===== config.mk =====
export PLATFORM = sky130hd
export DESIGN_NAME = sad_disparity_top
export DESIGN_NICKNAME = d
export VERILOG_FILES = /design/src/rtl/sad_pkg.sv /design/src/rtl/sad_row_store.sv /design/src/rtl/sad_cost_unit.sv /design/src/rtl/sad_min_tree.sv /design/src/rtl/sad_disparity_top.sv
export SDC_FILE = /design/constraint.sdc
export NUM_CORES = 2
export LEC_CHECK = 0
export ABC_AREA = 1
export BUFFER_PORTS_ARGS = -buffer_cell sky130_fd_sc_hd__buf_2
export CAP_MARGIN = 20
export CORE_UTILIZATION = 66
export DETAILED_ROUTE_END_ITERATION = 16
export HOLD_SLACK_MARGIN = 0.08
export PLACE_DENSITY = 0.86
export SETUP_SLACK_MARGIN = 0.4
export SLEW_MARGIN = 20
export SYNTH_ARGS = -nofsm -noshare
export SYNTH_HDL_FRONTEND = slang
export SYNTH_SLANG_ARGS = --single-unit

===== constraint.sdc =====
create_clock -name clk -period 9.5 [get_ports clk]
set_input_delay 0.475 -clock clk [delete_from_list [all_inputs] [get_ports clk]]
set_output_delay 0.475 -clock clk [all_outputs]
set_load 0.03 [all_outputs]

===== src/rtl/sad_pkg.sv =====
package sad_pkg;
  localparam int PIX_W    = 8;
  localparam int WIN_TAPS = 9;
  localparam int COST_W   = PIX_W + $clog2(WIN_TAPS);

  typedef logic [PIX_W-1:0]  pix_t;
  typedef logic [COST_W-1:0] cost_t;

  // Larger than any real 3x3 cost (9 * 255), used for excluded shifts.
  localparam cost_t COST_MAX = '1;

  function automatic pix_t abs_diff(input pix_t a, input pix_t b);
    return (a > b) ? pix_t'(a - b) : pix_t'(b - a);
  endfunction

  function automatic cost_t widen(input pix_t d);
    return cost_t'(d);
  endfunction
endpackage


===== src/rtl/sad_row_store.sv =====
// Shift-style storage: two full row delays plus a column span.
// Output win[j][i] is the pixel j rows and (SKIP+i) columns behind the newest.
module sad_row_store
  import sad_pkg::*;
#(
  parameter int ROW_LEN = 32,
  parameter int SPAN    = 10,
  parameter int SKIP    = 0
) (
  input  logic clk,
  input  logic rst_n,
  input  logic shift_en,
  input  pix_t din,
  output pix_t win [3][SPAN-SKIP]
);
  localparam int DEPTH = 2 * ROW_LEN + SPAN;
  localparam int NOUT  = SPAN - SKIP;

  pix_t sr_q [DEPTH];

  always_ff @(posedge clk or negedge rst_n) begin
    if (!rst_n) begin
      for (int i = 0; i < DEPTH; i++) sr_q[i] <= '0;
    end else if (shift_en) begin
      sr_q[0] <= din;
      for (int i = 1; i < DEPTH; i++) sr_q[i] <= sr_q[i-1];
    end
  end

  for (genvar j = 0; j < 3; j++) begin : g_row
    for (genvar i = 0; i < NOUT; i++) begin : g_col
      assign win[j][i] = sr_q[j*ROW_LEN + SKIP + i];
    end
  end
endmodule


===== src/rtl/sad_cost_unit.sv =====
// One candidate shift: 3x3 sum of absolute differences, forced to COST_MAX when cut.
module sad_cost_unit
  import sad_pkg::*;
(
  input  pix_t  lwin [WIN_TAPS],
  input  pix_t  rwin [WIN_TAPS],
  input  logic  cut,
  output cost_t cost
);
  cost_t acc;

  always_comb begin
    acc = '0;
    for (int i = 0; i < WIN_TAPS; i++) acc = acc + widen(abs_diff(lwin[i], rwin[i]));
    cost = cut ? COST_MAX : acc;
  end
endmodule


===== src/rtl/sad_min_tree.sv =====
// Arg-min as a heap of comparator-driven muxes; on equal cost the lower index wins.
module sad_min_tree
  import sad_pkg::*;
#(
  parameter int NCAND = 8,
  parameter int IDX_W = 3
) (
  input  cost_t             cost [NCAND],
  output logic [IDX_W-1:0]  win_idx,
  output cost_t             win_cost
);
  localparam int P = 1 << IDX_W;

  cost_t            hc [1:2*P-1];
  logic [IDX_W-1:0] hi [1:2*P-1];

  for (genvar n = 0; n < P; n++) begin : g_leaf
    if (n < NCAND) begin : g_real
      assign hc[P+n] = cost[n];
    end else begin : g_pad
      assign hc[P+n] = COST_MAX;
    end
    assign hi[P+n] = IDX_W'(n);
  end

  for (genvar n = 1; n < P; n++) begin : g_node
    logic take_b;
    assign take_b = hc[2*n] > hc[2*n+1];
    assign hc[n]  = take_b ? hc[2*n+1] : hc[2*n];
    assign hi[n]  = take_b ? hi[2*n+1] : hi[2*n];
  end

  assign win_cost = hc[1];
  assign win_idx  = hi[1];
endmodule


===== src/rtl/sad_disparity_top.sv =====
module sad_disparity_top
  import sad_pkg::*;
#(
  parameter int IMG_W  = 32,
  parameter int IMG_H  = 24,
  parameter int DMAX   = 7,
  parameter int DISP_W = 8
) (
  input  logic              clk,
  input  logic              rst_n,
  input  logic              in_valid,
  input  logic [7:0]        left_pix,
  input  logic [7:0]        right_pix,
  output logic              out_valid,
  output logic [DISP_W-1:0] out_disp
);
  localparam int NCAND = DMAX + 1;
  localparam int SPAN  = DMAX + 3;
  localparam int PRIME = DMAX + 1;
  localparam int XW    = $clog2(IMG_W);
  localparam int YW    = $clog2(IMG_H);
  localparam int PW    = $clog2(PRIME + 1);
  localparam int IDX_W = (NCAND > 1) ? $clog2(NCAND) : 1;

  // ---------------- window storage ----------------
  pix_t lcols [3][3];
  pix_t rcols [3][SPAN];

  sad_row_store #(.ROW_LEN(IMG_W), .SPAN(SPAN), .SKIP(DMAX)) u_left_store (
    .clk(clk), .rst_n(rst_n), .shift_en(in_valid), .din(left_pix), .win(lcols));

  sad_row_store #(.ROW_LEN(IMG_W), .SPAN(SPAN), .SKIP(0)) u_right_store (
    .clk(clk), .rst_n(rst_n), .shift_en(in_valid), .din(right_pix), .win(rcols));

  // ---------------- centre tracking ----------------
  // lx_q / lr_q: column and lowest window row of the centre the next shift completes.
  logic [PW-1:0] prime_q;
  logic [XW-1:0] lx_q, win_x_q;
  logic [YW-1:0] lr_q;
  logic          primed, centre_ok, win_vld_q;

  assign primed    = (prime_q == PW'(PRIME));
  assign centre_ok = in_valid && primed &&
                     (lx_q >= XW'(1)) && (lx_q <= XW'(IMG_W-2)) && (lr_q >= YW'(2));

  always_ff @(posedge clk or negedge rst_n) begin
    if (!rst_n) begin
      prime_q   <= '0;
      lx_q      <= '0;
      lr_q      <= '0;
      win_x_q   <= '0;
      win_vld_q <= 1'b0;
    end else begin
      win_vld_q <= centre_ok;
      if (in_valid && !primed) prime_q <= prime_q + 1'b1;
      if (in_valid && primed) begin
        win_x_q <= lx_q;
        if (lx_q == XW'(IMG_W-1)) begin
          lx_q <= '0;
          lr_q <= (lr_q == YW'(IMG_H-1)) ? '0 : lr_q + 1'b1;
        end else begin
          lx_q <= lx_q + 1'b1;
        end
      end
    end
  end

  // ---------------- candidate costs ----------------
  cost_t      cand_cost [NCAND];
  cost_t      cand_cost_q [NCAND];
  logic [NCAND-1:0] edge_cut;
  logic       cost_vld_q;

  for (genvar s = 0; s < NCAND; s++) begin : g_cand
    pix_t lw [WIN_TAPS];
    pix_t rw [WIN_TAPS];
    for (genvar j = 0; j < 3; j++) begin : g_r
      for (genvar u = 0; u < 3; u++) begin : g_c
        // column offset (u-1) sits DMAX+2-u positions behind the newest pixel
        assign lw[j*3+u] = lcols[j][2-u];
        assign rw[j*3+u] = rcols[j][DMAX+2-u-s];
      end
    end
    assign edge_cut[s] = (32'(win_x_q) + 1 + s) > (IMG_W - 1);
    sad_cost_unit u_cost (.lwin(lw), .rwin(rw), .cut(edge_cut[s]), .cost(cand_cost[s]));
  end

  always_ff @(posedge clk or negedge rst_n) begin
    if (!rst_n) begin
      cost_vld_q <= 1'b0;
      for (int i = 0; i < NCAND; i++) cand_cost_q[i] <= '0;
    end else begin
      cost_vld_q <= win_vld_q;
      for (int i = 0; i < NCAND; i++) cand_cost_q[i] <= cand_cost[i];
    end
  end

  // ---------------- selection ----------------
  logic [IDX_W-1:0] min_idx;
  cost_t            min_cost;

  sad_min_tree #(.NCAND(NCAND), .IDX_W(IDX_W)) u_min (
    .cost(cand_cost_q), .win_idx(min_idx), .win_cost(min_cost));

  always_ff @(posedge clk or negedge rst_n) begin
    if (!rst_n) begin
      out_valid <= 1'b0;
      out_disp  <= '0;
    end else begin
      out_valid <= cost_vld_q;
      if (cost_vld_q) out_disp <= DISP_W'(min_idx);
    end
  end
endmodule


---- After elaboration in Yosys (flattened, before gate mapping) ----
Cells that the tools add are included.
storage, ports and cells
  register bits after elaboration ......... 1305
  input port bits ......................... 19
  output and inout port bits .............. 9
  word-level logic and storage cells ...... 578
cells by class
  add/subtract/negate cells ............... 219
  magnitude comparators ................... 90
  equal/unequal tests ..................... 3
  mux-type cells .......................... 95
  reduce and logical (&&, ||, !) cells .... 7
operator list
  kind                                                               number
  subtractor 8 bit                                                   144
  adder 12 x 8 -> 12 bit                                             56
  > comparator 8 bit                                                 72
  2-to-1 mux 8 bit                                                   72
  > comparator 32 x 5 -> 1 bit, second input constant                7
  2-to-1 mux 12 bit                                                  14
  adder 32 x 3 -> 32 bit, second input constant                      3
  > comparator 12 bit                                                7
  adder 8 x 8 -> 9 bit                                               8
  adder 32 x 2 -> 32 bit, second input constant                      2
  adder 32 x 1 -> 32 bit, second input constant                      1
  adder 5 x 1 -> 5 bit, second input constant                        2
  equality test 5 bit, second input constant                         2
  2-to-1 mux 5 bit                                                   2
  adder 6 x 3 -> 7 bit, second input constant                        1
  > comparator 7 x 5 -> 1 bit, second input constant                 1
  adder 5 x 1 -> 6 bit, second input constant                        1
  greater-or-equal comparator 5 x 1 -> 1 bit, second input constant  1
  greater-or-equal comparator 5 x 2 -> 1 bit, second input constant  1
  <= comparator 5 bit, second input constant                         1
  logical AND 1 bit                                                  5
  adder 4 x 1 -> 4 bit, second input constant                        1
  equality test 4 bit, second input constant                         1
  2-to-1 mux 1 bit                                                   4
  other kinds (4)                                                    5

---- Logic depth before layout (Yosys ltp) ----
  depth in word-level cells ............... 11
  depth in mapped cells ................... 36
  depth with buffers taken out ............ 35

---- By module ----
From an unflattened synthesis, not the netlist that was laid out.
unflattened totals
  cells, all modules ...................... 19152
  area, all modules ....................... 131260.9 µm²
by module, submodules not included
  module                                instances  cells an instance  area an instance (µm²)  seq. area each (µm²)
  sad_row_store (u_right_store)         1          2740               24583.6                 14814.2
  sad_row_store (u_left_store)          1          2572               23322.4                 14814.2
  sad_cost_unit (g_cand[5].u_cost ...)  2          1648               9581.7                  0.0
  sad_cost_unit (g_cand[0].u_cost ...)  2          1619               9477.8                  0.0
  sad_cost_unit (g_cand[3].u_cost)      1          1637               9678.0                  0.0
  sad_cost_unit (g_cand[4].u_cost)      1          1649               9598.0                  0.0
  sad_cost_unit (g_cand[2].u_cost)      1          1594               9532.9                  0.0
  sad_cost_unit (g_cand[7].u_cost)      1          1576               9323.9                  0.0
  sad_disparity_top                     1          282                3912.5                  3027.9
  sad_min_tree                          1          568                3190.6                  0.0

---- Worst setup path after synthesis ----
Ideal clock, no wire load.
  kind .................................... reg-to-reg
  start point ............................. register u_left_store.sr_q (netlist bit u_left_store.win[57])
  end point ............................... register cand_cost_q[71] (netlist name)
  setup time .............................. 0.133 ns
  arrival ................................. 6.589 ns
  path slack .............................. 2.779 ns
  stages on the path, launching flop included .. 27
  path buffers ............................ 0
  cells stage by stage .................... dfrtp_1 -> inv_1 -> ha_1 -> nand2_1 -> inv_1 -> nand4_1 -> nand2_2 -> nand2_1 -> o21ai_1 -> inv_1 -> fa_1 -> o21ai_0 -> nand2_1 -> nand2_1 -> a21oi_1 -> xor2_1 -> fa_1 -> fa_1 -> fa_1 -> fa_1 -> inv_1 -> ha_1 -> a21oi_1 -> a21boi_0 -> o21ai_0 -> a21oi_1 -> o21ai_0
RTL lines
  element          RTL line                 text
  start, declared  sad_row_store.sv:19      pix_t sr_q [DEPTH];
  end, declared    sad_disparity_top.sv:70  cost_t cand_cost_q [NCAND];

==> flow_metrics.py <==
metrics = {
    "drt": {
        "vias_per_cell": 6.05,
        "num_vias": 99100,
        "firstDrtPassIters": 9,
        "ant_nets": 0,
        "wl_per_cell_um": 22.9,
        "drtIter0Drc": 12300,
        "drc_errors": 0,
        "drt-total-wl_um": 376000,
    },
    "synthesis": {
        "ys_warn_count": 0,
        "ys_types": 61,
        "synthCells": 14200,
        "async_flop_share_pct": 100,
        "synth-main-ff-cell": "dfrtp_1",
        "ys_seq_area_share_pct": 28.9,
        "ys_seq_elements": 1305,
        "syn_area_um2": 113000,
        "synth_edf_count": 0,
        "syn_area_per_cell_um2": 8.00,
    },
    "global_routing": {
        "antenna_found_initial": 9,
        "grtUsageTotal_pct": 43.1,
        "grt_pass1_wl_um": 566000,
        "grt-ovfl-total": 0,
        "first_global_vias": 95200,
        "grt_max_degree": 280,
    },
    "floorplanning": {
        "fp.dieArea_um2": 173000,
        "fp.dieW_um": 416,
        "io-pin-count": 28,
        "coreArea_um2": 170000,
        "num_rows": 151,
        "start_util_pct": 66.6,
        "die_y_um": 416,
    },
    "cts": {
        "hold_buffers": 17,
        "post_cts_buffers": 0,
        "clk_path_buf_depth": 3,
        "ctsResizeCount": 0,
        "cts_made_buffers": 144,
        "cts_sinks": 1305,
        "clk_pin_slew_ps": 70,
        "cts_tree": "built",
        "clkLatencyLatePin_ps": 860,
        "clockRootBuffer": "clkbuf_16",
        "htreeDepth": 4,
    },
    "timing": {
        "max_freq_mhz": 125,
        "finalCriticalPeriod_ps": 8010,
        "setup_viol_count_final": 0,
        "worstMarginPinSlew_ps": 1240,
        "grt_setup_unrepaired": "false",
        "maxSlewHeadroom_pct": 16.6,
        "final_hold_viol_count": 0,
        "clock_skew_ps": 68.9,
        "setup_tns_ps": 0,
        "maxSlewViolCount": 0,
        "min_period_over_period_pct": 84.4,
    },
    "worst_setup_path": {
        "crit_fanout": 10,
        "crit_family": "adder cells",
        "cp_num_buf_inv": 5,
        "worstPathRequired_ps": 10190,
        "crit_type": "register to register",
        "critical_path_arrival_ps": 8710,
        "crit_path_start_kind": "register",
        "critical_path.max_stage_delay_ps": 780,
        "crit_top_cell": "fa_1",
        "endpoint_kind": "register",
        "slowest_stage": "dfrtp_1",
    },
    "placed_design": {
        "dp.cells": 16100,
        "placed_area_um2": 115000,
        "io_buffers": 22,
        "gp_congestion": 1.12,
        "dpl.hpwl_um": 282000,
    },
    "min_path": {
        "hold_class": "primary input to register",
    },
    "finish": {
        "fin_cells": 16400,
        "design_area_um2": 120000,
        "final_nets": 15900,
        "synthToLayoutAreaGrowth_pct": 6.42,
        "drive_gt1_share_pct": 4.77,
    },
    "status": {
        "status": "finished clean",
    },
    "flow_run": {
        "drv_cap": 0,
    },
}
==> registers in the layout, summed over array words and instances (netlist names), 3 cells and up <==
name                cells
prime_q                 4
u_right_store.win     240
win_x_q                 5
out_disp                3
u_left_store.sr_q     520
u_right_store.sr_q    352
lx_q                    5
cand_cost_q            96
u_left_store.win       72
lr_q                    5
==> metrics by stage <==
step	hold WS [ps]	utilization, %	setup slack, ps
floorplan	179	-	2780
global placement	425	67.8	1930
detailed placement	430	67.8	1780
CTS	115	70.9	1770
global route	142	70.9	1220
finish	121	70.9	1490
==> tightest hold or removal path: cells and delay by family <==
kind	cells	cell delay (ps)
AND/OR/NAND/NOR	1	120
buffers and inverters	1	240
AO/OA/AOI/OAI	1	70
==> metal layers <==
| metal | routed length [um] | global-route usage (%) | up-vias |
|---|---|---|---|
| li1 | - | - | 45500 |
| met2 | 154000 | 61.9 | 5232 |
| met1 | 144000 | 55.6 | 47100 |
| met5 | 100 | 0.194 | - |
| met3 | 44800 | 12.9 | 1326 |
| met4 | 32700 | 30.9 | 10 |
==> kinds of logic (layout without fill, tap and decap cells) <==
group | Yosys count | count (layout) | synth area share, %
AND/OR/NAND/NOR | 4100 | 4100 | 15.0
adder cells (fa/ha/maj) | 1871 | 1871 | 24.2
XOR/XNOR | 778 | 778 | 6.02
other | 1 | 6 | 0.00331
buffers and inverters | 2708 | 2720 | 9.35
AO/OA/AOI/OAI | 3347 | 3347 | 16.1
multiplexers | 46 | 46 | 0.459
flip-flops | 1305 | 1305 | 28.9
==> area by class of cell <==
type / instances / area [um^2]
Multi-Input combinational cell: 10100 / 70000
Timing Repair Buffer: 132 / 1150
Tap cell: 2218 / 2780
Clock inverter: 64 / 1040
Antenna cell: 1 / 2.50
Fill cell: 13300 / 49400
Clock buffer: 203 / 4150
Inverter: 2321 / 8720
Sequential cell: 1305 / 32700
==> cell usage in the layout, fill, tap and decap left out, types with 11 or more instances in the layout <==
master,n
nand2_1,3139
inv_1,2258
o21ai_0,1768
ha_1,1343
dfrtp_1,1303
a21oi_1,1004
xor2_1,611
fa_1,528
nor2_1,366
o221ai_1,220
nand3_1,190
xnor2_1,167
nand4_1,166
clkbuf_16,146
o21ai_1,140
nand2_2,87
buf_4,80
a21o_1,62
inv_2,60
o211ai_1,40
nor3_1,35
o21ai_2,34
nor3_2,31
mux2i_1,29
clkbuf_1,29
clkbuf_8,28
a21oi_2,25
clkinv_2,21
buf_2,20
nand2_4,19
o21bai_1,18
dlygate4sd3_1,17
bufinv_16,15
or2_2,13
buf_12,12
clkinv_16,11
==> final timing paths <==
kind,endpoint,depth (start not counted),slack (ps),startpoint
setup reg to reg,cand_cost_q[56],28,1490,u_left_store.win[53]
min in group asynchronous,u_left_store.sr_q[159],2,240,rst_n
max in group asynchronous,cand_cost_q[29],4,6860,rst_n
hold reg to reg,cost_vld_q,0,440,win_vld_q
setup / recovery,cand_cost_q[56],28,1490,u_left_store.win[53]
hold / removal,u_right_store.sr_q[202],3,120,in_valid
==> Yosys cell counts, drive strengths merged, types with 180 or more instances <==
master / instances / share of area (%)
nand2: 3245 / 11
nand3: 196 / 0.89
buf: 216 / 1.1
nor2: 370 / 1.2
o221ai: 221 / 1.7
dfrtp: 1305 / 29
inv: 2321 / 7.7
ha: 1343 / 15
fa: 528 / 9.3
a21oi: 1029 / 4.6
nand4: 180 / 1.1
o21ai: 1946 / 8.8
xor2: 611 / 4.7
Power is not shown: default switching activity piles up to over one toggle a cycle in this logic, so the estimate is an artifact.
